[src/rtl/xcvr_ctrl_reg.sv]
module xcvr_ctrl_reg #(
  parameter int ADDR_W = 8,
  parameter logic [ADDR_W-1:0] CFG_ADDR = 'h05,
  parameter int PULSE_W = 4
) (
  input  logic              clk,
  input  logic              rst_n,
  input  logic              bus_sel,
  input  logic              bus_we,
  input  logic [ADDR_W-1:0] bus_addr,
  input  logic [7:0]        bus_wdata,
  output logic [7:0]        bus_rdata,
  output logic              tone_en,
  output logic              act_dflt,
  output logic              act_mode,
  output logic              maint_auto,
  output logic              xcvr_rst,
  output logic              sim_rst,
  output logic              glb_rst,
  output logic              coef_clr,
  output logic [1:0]        tx_mode
);
  localparam int CW = $clog2(PULSE_W + 1);
  localparam logic [CW-1:0] LOAD = CW'(PULSE_W);
  localparam logic [3:0] FIELD_DFLT = 4'b0100;
  localparam logic [1:0] TX_NORM = 2'b00, TX_ZERO = 2'b01, TX_TONE = 2'b10;

  logic       hit, glb_req;
  logic [3:0] fld;
  logic [2:0] start, active;

  assign hit     = bus_sel && bus_we && (bus_addr == CFG_ADDR) && !glb_rst;
  assign glb_req = hit && bus_wdata[0];
  assign start   = {glb_req, hit && bus_wdata[5] && !bus_wdata[0], hit && bus_wdata[6] && !bus_wdata[0]};

  always_ff @(posedge clk or negedge rst_n)
    if (!rst_n)       fld <= FIELD_DFLT;
    else if (glb_req) fld <= FIELD_DFLT;
    else if (hit)     fld <= {bus_wdata[7], bus_wdata[3:1]};

  for (genvar i = 0; i < 3; i++) begin : g_pulse
    logic [CW-1:0] cnt;
    always_ff @(posedge clk or negedge rst_n)
      if (!rst_n)                  cnt <= '0;
      else if (start[i])           cnt <= LOAD;
      else if (glb_req)            cnt <= '0;
      else if (cnt != '0)          cnt <= cnt - 1'b1;
    assign active[i] = (cnt != '0);
  end

  always_ff @(posedge clk or negedge rst_n)
    if (!rst_n) coef_clr <= 1'b0;
    else        coef_clr <= start[1];

  assign {tone_en, act_dflt, act_mode, maint_auto} = fld;
  assign sim_rst  = active[0];
  assign glb_rst  = active[2];
  assign xcvr_rst = active[1] || tone_en;
  assign tx_mode  = tone_en ? TX_TONE : (active[1] ? TX_ZERO : TX_NORM);
  assign bus_rdata = (bus_sel && bus_addr == CFG_ADDR) ? {fld[3], 3'b000, fld[2:0], 1'b0} : 8'h00;

  a_r4_coef_in_rst: assert property (@(posedge clk) disable iff (!rst_n)
    coef_clr |-> xcvr_rst);
  a_r7_defaults: assert property (@(posedge clk) disable iff (!rst_n)
    $rose(glb_rst) |-> (act_dflt && !tone_en && !act_mode && !maint_auto && !sim_rst));
  a_r8_frozen: assert property (@(posedge clk) disable iff (!rst_n)
    glb_rst |=> $stable({tone_en, act_dflt, act_mode, maint_auto}));
  a_r5_sim_cause: assert property (@(posedge clk) disable iff (!rst_n)
    $rose(sim_rst) |-> $past(bus_sel && bus_we && bus_wdata[6]));
  a_r3_rd_mask: assert property (@(posedge clk) disable iff (!rst_n)
    (bus_rdata[6:4] == 3'b000) && !bus_rdata[0]);
  if (PULSE_W > 1) begin : g_minw
    a_r4_min_width: assert property (@(posedge clk) disable iff (!rst_n)
      $rose(active[1]) |=> active[1]);
  end
endmodule

[config.mk]
export PLATFORM = sky130hd
export DESIGN_NAME = xcvr_ctrl_reg
export DESIGN_NICKNAME = d
export VERILOG_FILES = /design/src/rtl/xcvr_ctrl_reg.sv
export SDC_FILE = /design/constraint.sdc
export NUM_CORES = 1
export LEC_CHECK = 0
export BUFFER_PORTS_ARGS = -buffer_cell sky130_fd_sc_hd__buf_2
export CORE_MARGIN = 3
export CORE_UTILIZATION = 49
export DETAILED_ROUTE_END_ITERATION = 8
export PLACE_DENSITY = 0.86
export SETUP_SLACK_MARGIN = 0.15
export SYNTH_ARGS = -nofsm -noshare
export SYNTH_HDL_FRONTEND = slang
export SYNTH_SLANG_ARGS = --single-unit
[constraint.sdc]
create_clock -name clk -period 2.21 [get_ports clk]
set_input_delay 0.442 -clock clk [delete_from_list [all_inputs] [get_ports clk]]
set_output_delay 0.442 -clock clk [all_outputs]
set_load 0.02 [all_outputs]
==> impl_metrics.toml, run 1 <==
[timing]
grt_setup_unrepaired = "no"
fin_setup_tns_ns = 0
worst_hold_slack_ns = 0.0299
drv_slew = 0
finalHoldViolCount = 0
setup_slack_ns = 0.252
finalSetupViolCount = 0
finalClockSkew_ns = 0.00980
fmax_ghz = 0.511
min_period_ns = 1.96
post-route-period-util = 0.886

[critical_path]
r2r_end = "g_pulse[1].cnt[2]"
r2r_cells = 6
critPathBufInv = 2
cp_top_family = "simple AND/OR/NAND/NOR gates"
r2r_slack_ns = 0.60
crit_start = "bus_addr[5]"
critPathMaxFanout = 7
critical_path.cell_chain = "buf_2 -> nor4b_4 -> and3_2 -> and2_1 -> buf_2"
worst_path_most_repeated_cell = "buf_2"
crit_type = "in2out"
crit_slowest_cell = "nor4b_4"
critPathMaxStageDelay_ns = 0.33
cp-start-kind = "primary input"
regToRegStartpoint = "g_pulse[2].cnt[0]"
end_kind = "primary output"
worstPathRequired_ns = 1.77
critPathCapture = "bus_rdata[2]"
crit_arrival_ns = 1.52
path_depth = 5

[logic_synthesis]
synth_compound_area_frac = 0.0805
yosysSeqAreaShare = 0.411
synth-simple-area-share = 0.262
synth-xor-area-share = 0.0205
synth_area_leaders = "dfrtp_1 (38%), ha_1 (8.8%), nor2_1 (7.5%)"
ys_seq_elements = 14
yosysTopAreaCellShare = 0.381
netlist_area_um2 = 855
synth_cell_type_count = 26
synth.area.mux_share = 0.0366
ys_warn_count = 0
synth_top_area_cell = "dfrtp_1"
yosys.area_share.adder = 0.0878
syn_avg_cell_area_um2 = 9.00
syn_inst = 95
synth_top_family_by_area = "simple AND/OR/NAND/NOR gates"

[finish]
drive_above_1_share = 0.357
fin_cells = 145
nNetsFinal = 156
area_growth_pct = 23.0
mostFrequentLayoutCells = "buf_2 (32), nor2_1 (17), dfrtp_1 (13), inv_1 (10), nand2_1 (7)"
diodes = 0
final_common_cell = "buf_2"

[floorplan]
die_y_um = 47.8
die_area_um2 = 2280
die_width_um = 47.8
placementRows = 14
core_area_um2 = 1580
ios = 38
initial_utilization = 0.542

[route]
wire_per_inst_um = 12.0
vias = 737
viasPerCell = 5.08
drcViolationCount = 0
first_pass_iters = 4
antenna_left = 0
routed_wl_um = 1740
drtIter0Drc = 4

[min_path]
hold_class = "in2async"

[clock_tree]
root_buffer = "clkbuf_4"
post-cts-setup-buffer-count = 0
clock-sinks = 14
cts.reportedPaths.clkPinSlew_ns = 0.09
cts_buffer_depth = 2
clkLatencyLatePin_ns = 0.28
cts_made_buffers = 3
htree_levels = 1
cts_tree = "built"

[placement]
placed_cells = 141
pre_cts_slack_ns = 0.191
dp_hpwl_um = 1450
finalWeightedCongestion = 0.759
portBuffers = 32

[global_route]
grtUsageTotal = 0.196
grt_remaining_overflow = 0
grt_antenna_before_repair = 0
grt_pass1_vias = 709
grt_max_degree = 15
grt_pass1_wl_um = 2970

[pwr]
cellLeakagePower_nw = 0.575
seqPwrFrac = 0.348
p_int_mw = 0.700
power_density_nw_per_um2 = 1090
switching_share = 0.389
ir_drop_mv = 0.604
total_power_mw = 1.15
comb_power_share = 0.493
clock_power_share = 0.160
power.switching_mw = 0.446

[run_status]
outcome = "completed"

[flow_run]
drv_cap = 0
## cell type report
| cell class | instances | area, um^2 |
|---|---|---|
| well taps | 16 | 20.0 |
| inverters | 10 | 37.5 |
| clock buffers | 4 | 36.3 |
| fillers | 151 | 526 |
| multi-input cells | 68 | 438 |
| repair buffers | 33 | 168 |
| flip-flops and latches | 14 | 352 |
## cell families after synthesis
group                      Yosys count
muxes                                3
DFF                                 14
and+or+nand+nor                     41
xor gates and xnor gates             2
adders and majority gates            6
buffers and inverters               16
other                                1
AOI/OAI and AO/OA                   12
## state kept, by name, indices dropped and copies added (netlist names)
signal	count
g_pulse.cnt	9
fld	4
coef_clr	1
## power by group through the flow
stage / logic [mW] / clock network [mW] / registers, mW
2_1_floorplan: 0.431 / 0 / 0.393
3_3_place_gp: 0.518 / 0 / 0.396
3_5_place_dp: 0.570 / 0 / 0.402
4_1_cts: 0.571 / 0.188 / 0.396
5_1_grt: 0.654 / 0.200 / 0.411
6_report: 0.565 / 0.183 / 0.399
## worst min path at each step
| stage | slack, ns | end |
|---|---|---|
| 2_1_floorplan | 0.15 | coef_clr |
| 3_3_place_gp | 0.35 | coef_clr |
| 3_5_place_dp | 0.35 | coef_clr |
| 4_1_cts | 0.03 | coef_clr |
| 5_1_grt | 0.04 | coef_clr |
| 6_report | 0.03 | coef_clr |
## per-layer routing
metal / vias to the layer above / GRT usage / part of all wire
met5: - / 0 / 0
met2: 26 / 0.356 / 0.53
met3: 5 / 0.0677 / 0.082
met4: 0 / 0.0914 / 0.019
met1: 335 / 0.198 / 0.37
li1: 371 / - / -
## synthesized netlist by cell type, drive strengths merged
library cell,instances
a21oi,5
a311o,1
and2,4
and3,1
and3b,1
buf,6
conb,1
dfrtp,13
dfstp,1
ha,6
inv,10
mux2,1
mux2i,2
nand2,7
nand2b,1
nand3,2
nand4,2
nor2,17
nor2b,3
nor3b,2
nor4b,1
o21ai,6
xnor2,1
xor2,1
## through the flow
stage / util / cell area, um^2
6_report: 0.667 / 1050
5_1_grt: 0.667 / 1050
4_1_cts: 0.663 / 1040
3_5_place_dp: 0.640 / 1010
3_3_place_gp: 0.640 / 1010
2_1_floorplan: - / 866
## timing repair
| item | in CTS | in global routing |
|---|---|---|
| hold buffers | 0 | 0 |
| resized for setup | 0 | 3 |
| setup endpoints to repair | 0 | 7 |
Power figures use the tool's default switching activity.
==> run 2: changes to the inputs <==
--- a/config.mk
+++ b/config.mk
@@ -7,9 +7,9 @@
 export LEC_CHECK = 0
 export BUFFER_PORTS_ARGS = -buffer_cell sky130_fd_sc_hd__buf_2
 export CORE_MARGIN = 3
-export CORE_UTILIZATION = 49
+export CORE_UTILIZATION = 27
 export DETAILED_ROUTE_END_ITERATION = 8
-export PLACE_DENSITY = 0.86
+export PLACE_DENSITY = 0.54
 export SETUP_SLACK_MARGIN = 0.15
 export SYNTH_ARGS = -nofsm -noshare
 export SYNTH_HDL_FRONTEND = slang
==> impl_metrics.toml, run 2 (same netlist as run 1, synthesis figures left out) <==
[critical_path]
critPathMaxFanout = 5
worstPathRequired_ns = 1.77
worst_path_most_repeated_cell = "buf_2"
critical_path.cell_chain = "buf_2 -> nor4b_4 -> and3_1 -> and2_1 -> buf_2"
crit_type = "in2out"
crit_slowest_cell = "nor4b_4"
crit_arrival_ns = 1.47
cp-start-kind = "primary input"
critPathMaxStageDelay_ns = 0.32
end_kind = "primary output"

[pwr]
comb_power_share = 0.496
switching_share = 0.390
power_density_nw_per_um2 = 1050
clock_power_share = 0.158
seqPwrFrac = 0.346
power.switching_mw = 0.448
p_int_mw = 0.701
cellLeakagePower_nw = 0.581
ir_drop_mv = 0.295

[clock_tree]
post-cts-setup-buffer-count = 0
cts_tree = "built"
clkLatencyLatePin_ns = 0.28
cts_resized = 0
cts_buffer_depth = 2
clock-sinks = 14
root_buffer = "clkbuf_4"
cts_made_buffers = 3
hold_buffers = 0
htree_levels = 1
cts.reportedPaths.clkPinSlew_ns = 0.08

[floorplan]
die_area_um2 = 3880
die_width_um = 62.3
core_area_um2 = 2880
initial_utilization = 0.297
die_y_um = 62.3
placementRows = 19
ios = 38

[finish]
regMostFlops = "g_pulse.cnt"
largest_register_ffs = 9
drive_above_1_share = 0.354
area_growth_pct = 27.5
nNetsFinal = 157
nFillCells = 327
fin_util = 0.379
reg_top3 = "g_pulse.cnt: 9 flops, fld: 4 flops, coef_clr: 1 flops"
mostFrequentLayoutCells = "buf_2 (32), nor2_1 (17), dfrtp_1 (13), inv_1 (10), nand2_1 (7)"
diodes = 0
final_common_cell = "buf_2"

[route]
drcViolationCount = 0
wl_met2_um = 1100
viasPerCell = 4.20
routed.top_layer = "met3"
first_pass_iters = 5
dr_wl_met3_um = 78
drtIter0Drc = 12
antenna_left = 0
vias = 723
wire_per_inst_um = 10.8
wirelength_met1_um = 679
routed_wl_um = 1860

[placement]
portBuffers = 32
dp_hpwl_um = 1620
finalWeightedCongestion = 0.692
pre_cts_slack_ns = 0.281

[global_route]
grt_antenna_before_repair = 0
grtUsageTotal = 0.103
grt_max_degree = 15
grt_pass1_wl_um = 3260
grt_remaining_overflow = 0
grt_pass1_vias = 744

[timing]
drv_slew = 0
min_period_ns = 1.91
fin_setup_tns_ns = 0
post-route-period-util = 0.863
finalHoldViolCount = 0
grt_setup_unrepaired = "no"
finalSetupViolCount = 0
fmax_ghz = 0.524
setup_slack_ns = 0.303
finalClockSkew_ns = 0.00303

[min_path]
hold_class = "in2async"

[run_status]
outcome = "completed"

[flow_run]
drv_cap = 0
==> run 2: path summary, 6_finish.rpt <==
check / slack, ns / cells past startpoint / startpoint / end
max: 0.30 / 5 / bus_addr[5] / bus_rdata[1]
min: 0.04 / 1 / rst_n / g_pulse[2].cnt[1]
max reg2reg: 0.59 / 6 / g_pulse[2].cnt[0] / g_pulse[1].cnt[2]
min reg2reg: 0.46 / 1 / g_pulse[2].cnt[0] / g_pulse[2].cnt[0]
max in group asynchronous: 1.89 / 1 / rst_n / fld[2]
min in group clk: 0.41 / 3 / bus_wdata[2] / fld[1]
==> run 2: power groups by stage <==
stage          combinational [mW]  clock [mW]  sequential (mW)
2_1_floorplan               0.431           0            0.393
3_3_place_gp                0.530           0            0.398
3_5_place_dp                0.577           0            0.402
4_1_cts                     0.579       0.191            0.396
5_1_grt                     0.661       0.209            0.406
6_report                    0.570       0.182            0.397
==> run 2: final cells by class <==
type	count	area [um^2]	area share
Multi-Input combinational cell	68	437	0.401
Sequential cell	14	352	0.323
Timing Repair Buffer	34	175	0.161
Tap cell	42	52.6	0.0482
Inverter	10	37.5	0.0344
Clock buffer	4	36.3	0.0333
==> run 2: stage by stage <==
step,std cells,cell area (um^2),hold WS [ns],power (mW)
finish,172,1090,0.0402,1.15
global route,172,1090,0.0355,1.28
CTS,172,1080,0.0367,1.17
detailed placement,168,1050,0.352,0.979
global placement,168,1050,0.360,0.928
floorplan,98,866,0.146,0.824
==> run 2: layer usage <==
metal / global-route usage / up-vias
met5: 0 / -
met4: 0.0331 / 0
met3: 0.0252 / 0
met2: 0.202 / 14
met1: 0.105 / 338
li1: - / 371
==> run 2: critical path: cells and delay by family <==
family        cells  cell delay (ns)
simple gates      3             0.75
buf+inv           2             0.27
==> run 3: changes to the inputs <==
--- a/config.mk
+++ b/config.mk
@@ -7,10 +7,11 @@
 export LEC_CHECK = 0
 export BUFFER_PORTS_ARGS = -buffer_cell sky130_fd_sc_hd__buf_2
 export CORE_MARGIN = 3
-export CORE_UTILIZATION = 27
+export CORE_UTILIZATION = 40
 export DETAILED_ROUTE_END_ITERATION = 8
-export PLACE_DENSITY = 0.54
+export PLACE_DENSITY = 0.73
 export SETUP_SLACK_MARGIN = 0.15
 export SYNTH_ARGS = -nofsm -noshare
 export SYNTH_HDL_FRONTEND = slang
 export SYNTH_SLANG_ARGS = --single-unit
+export TNS_END_PERCENT = 50
==> constraint.sdc (replaced) <==
create_clock -name clk -period 2.21 [get_ports clk]
set_input_delay 0.442 -clock clk [delete_from_list [all_inputs] [get_ports clk]]
set_output_delay 0.442 -clock clk [all_outputs]
set_load 0.1 [all_outputs]
==> impl_metrics.toml, run 3 (same netlist as run 1, synthesis figures left out) <==
[placement]
placed_area_um2 = 1090
portBuffers = 32
dp_hpwl_um = 1440
finalWeightedCongestion = 0.752
placed_cells = 152

[global_route]
grt_antenna_before_repair = 0
grt_pass1_vias = 769
grt_max_degree = 15
grtUsageTotal = 0.151
grt_remaining_overflow = 0
grt_pass1_wl_um = 3060

[finish]
area_growth_pct = 34.3
diodes = 0
largest_register_ffs = 9
final_common_cell = "buf_2"
regMostFlops = "g_pulse.cnt"
fin_cells = 156
mostFrequentLayoutCells = "buf_2 (25), nor2_1 (16), dfrtp_1 (13), inv_1 (10), nand2_1 (7)"
nNetsFinal = 156
stdcell_area_um2 = 1150
reg_top3 = "g_pulse.cnt: 9 flops, fld: 4 flops, coef_clr: 1 flops"
drive_above_1_share = 0.380

[critical_path]
worstPathRequired_ns = 1.77
cp-start-kind = "register"
crit_arrival_ns = 1.54
crit_type = "reg2out"
end_kind = "primary output"
critPathMaxFanout = 5

[floorplan]
die_y_um = 52.2
initial_utilization = 0.427
core_area_um2 = 2000
die_area_um2 = 2730
die_width_um = 52.2
placementRows = 16
ios = 38

[timing]
min_period_ns = 1.98
fmax_ghz = 0.504
finalSetupViolCount = 0
finalClockSkew_ns = 0.00330
post-route-period-util = 0.898
finalHoldViolCount = 0
grt_setup_unrepaired = "yes"
drv_slew = 0

[flow_run]
drv_cap = 0

[clock_tree]
cts.reportedPaths.clkPinSlew_ns = 0.09
post-cts-setup-buffer-count = 0
hold_buffers = 0
cts_made_buffers = 3
htree_levels = 1
root_buffer = "clkbuf_4"
clkLatencyLatePin_ns = 0.28
cts_tree = "built"
cts_buffer_depth = 2
clock-sinks = 14

[route]
first_pass_iters = 4
routed_wl_um = 1810
drcViolationCount = 0
drtIter0Drc = 12
viasPerCell = 4.61
wire_per_inst_um = 11.6
vias = 719
antenna_left = 0

[run_status]
outcome = "completed"

[pwr]
cellLeakagePower_nw = 0.592
ir_drop_mv = 0.526
power_density_nw_per_um2 = 1240

[min_path]
hold_class = "in2async"
run 3: final timing paths:
path                                     end  cells after the start  slack (ns)         startpoint
max reg2reg                g_pulse[1].cnt[2]                      6        0.51  g_pulse[2].cnt[0]
max                                 xcvr_rst                      5        0.23  g_pulse[1].cnt[0]
min reg2reg                g_pulse[2].cnt[0]                      1        0.46  g_pulse[2].cnt[0]
max in group asynchronous             fld[2]                      1        1.88              rst_n
min in group clk                      fld[1]                      3        0.39       bus_wdata[2]
min                        g_pulse[0].cnt[1]                      1        0.04              rst_n
run 3: layout make-up:
cell class | count | area (um^2)
repair buffers | 33 | 235
inverters | 10 | 37.5
multi-input cells | 68 | 453
fillers | 185 | 855
clock buffers | 4 | 36.3
well taps | 27 | 33.8
flip-flops and latches | 14 | 352
run 3: stage by stage:
step,worst slack (ns),util,TNS [ns],hold WS (ns),power (mW)
detailed placement,0.114,0.544,0,0.351,1.20
floorplan,-0.0368,-,-0.110,0.146,1.06
finish,0.226,0.573,0,0.0367,1.42
global route,0.148,0.573,0,0.0564,1.53
global placement,0.149,0.544,0,0.349,1.16
CTS,0.113,0.568,0,0.0368,1.42
run 3: per-layer routing:
metal	vias to the layer above	routed length, um	global-route usage
li1	369	-	-
met1	331	705	0.148
met2	15	1010	0.285
met3	4	65	0.0256
met4	0	32	0.102
met5	-	0	0
run 3: critical path, cell delays in order (launching register included):
cell and delay, ns:
dfrtp_1 0.33, inv_1 0.08, ha_1 0.22, nor2b_4 0.15, nand2b_2 0.06, buf_2 0.41
run 3: where the power goes:
group	total (mW)	leakage, nW	switching, mW	internal [mW]
clock network	0.189	0.0210	0.0886	0.100
logic	0.831	0.398	0.555	0.276
registers	0.405	0.173	0.0552	0.350
run 3: timing repair:
item	4_1_cts	5_1_grt
pin swaps	0	1
endpoints found under the setup margin	8	7
gates resized for setup	5	3
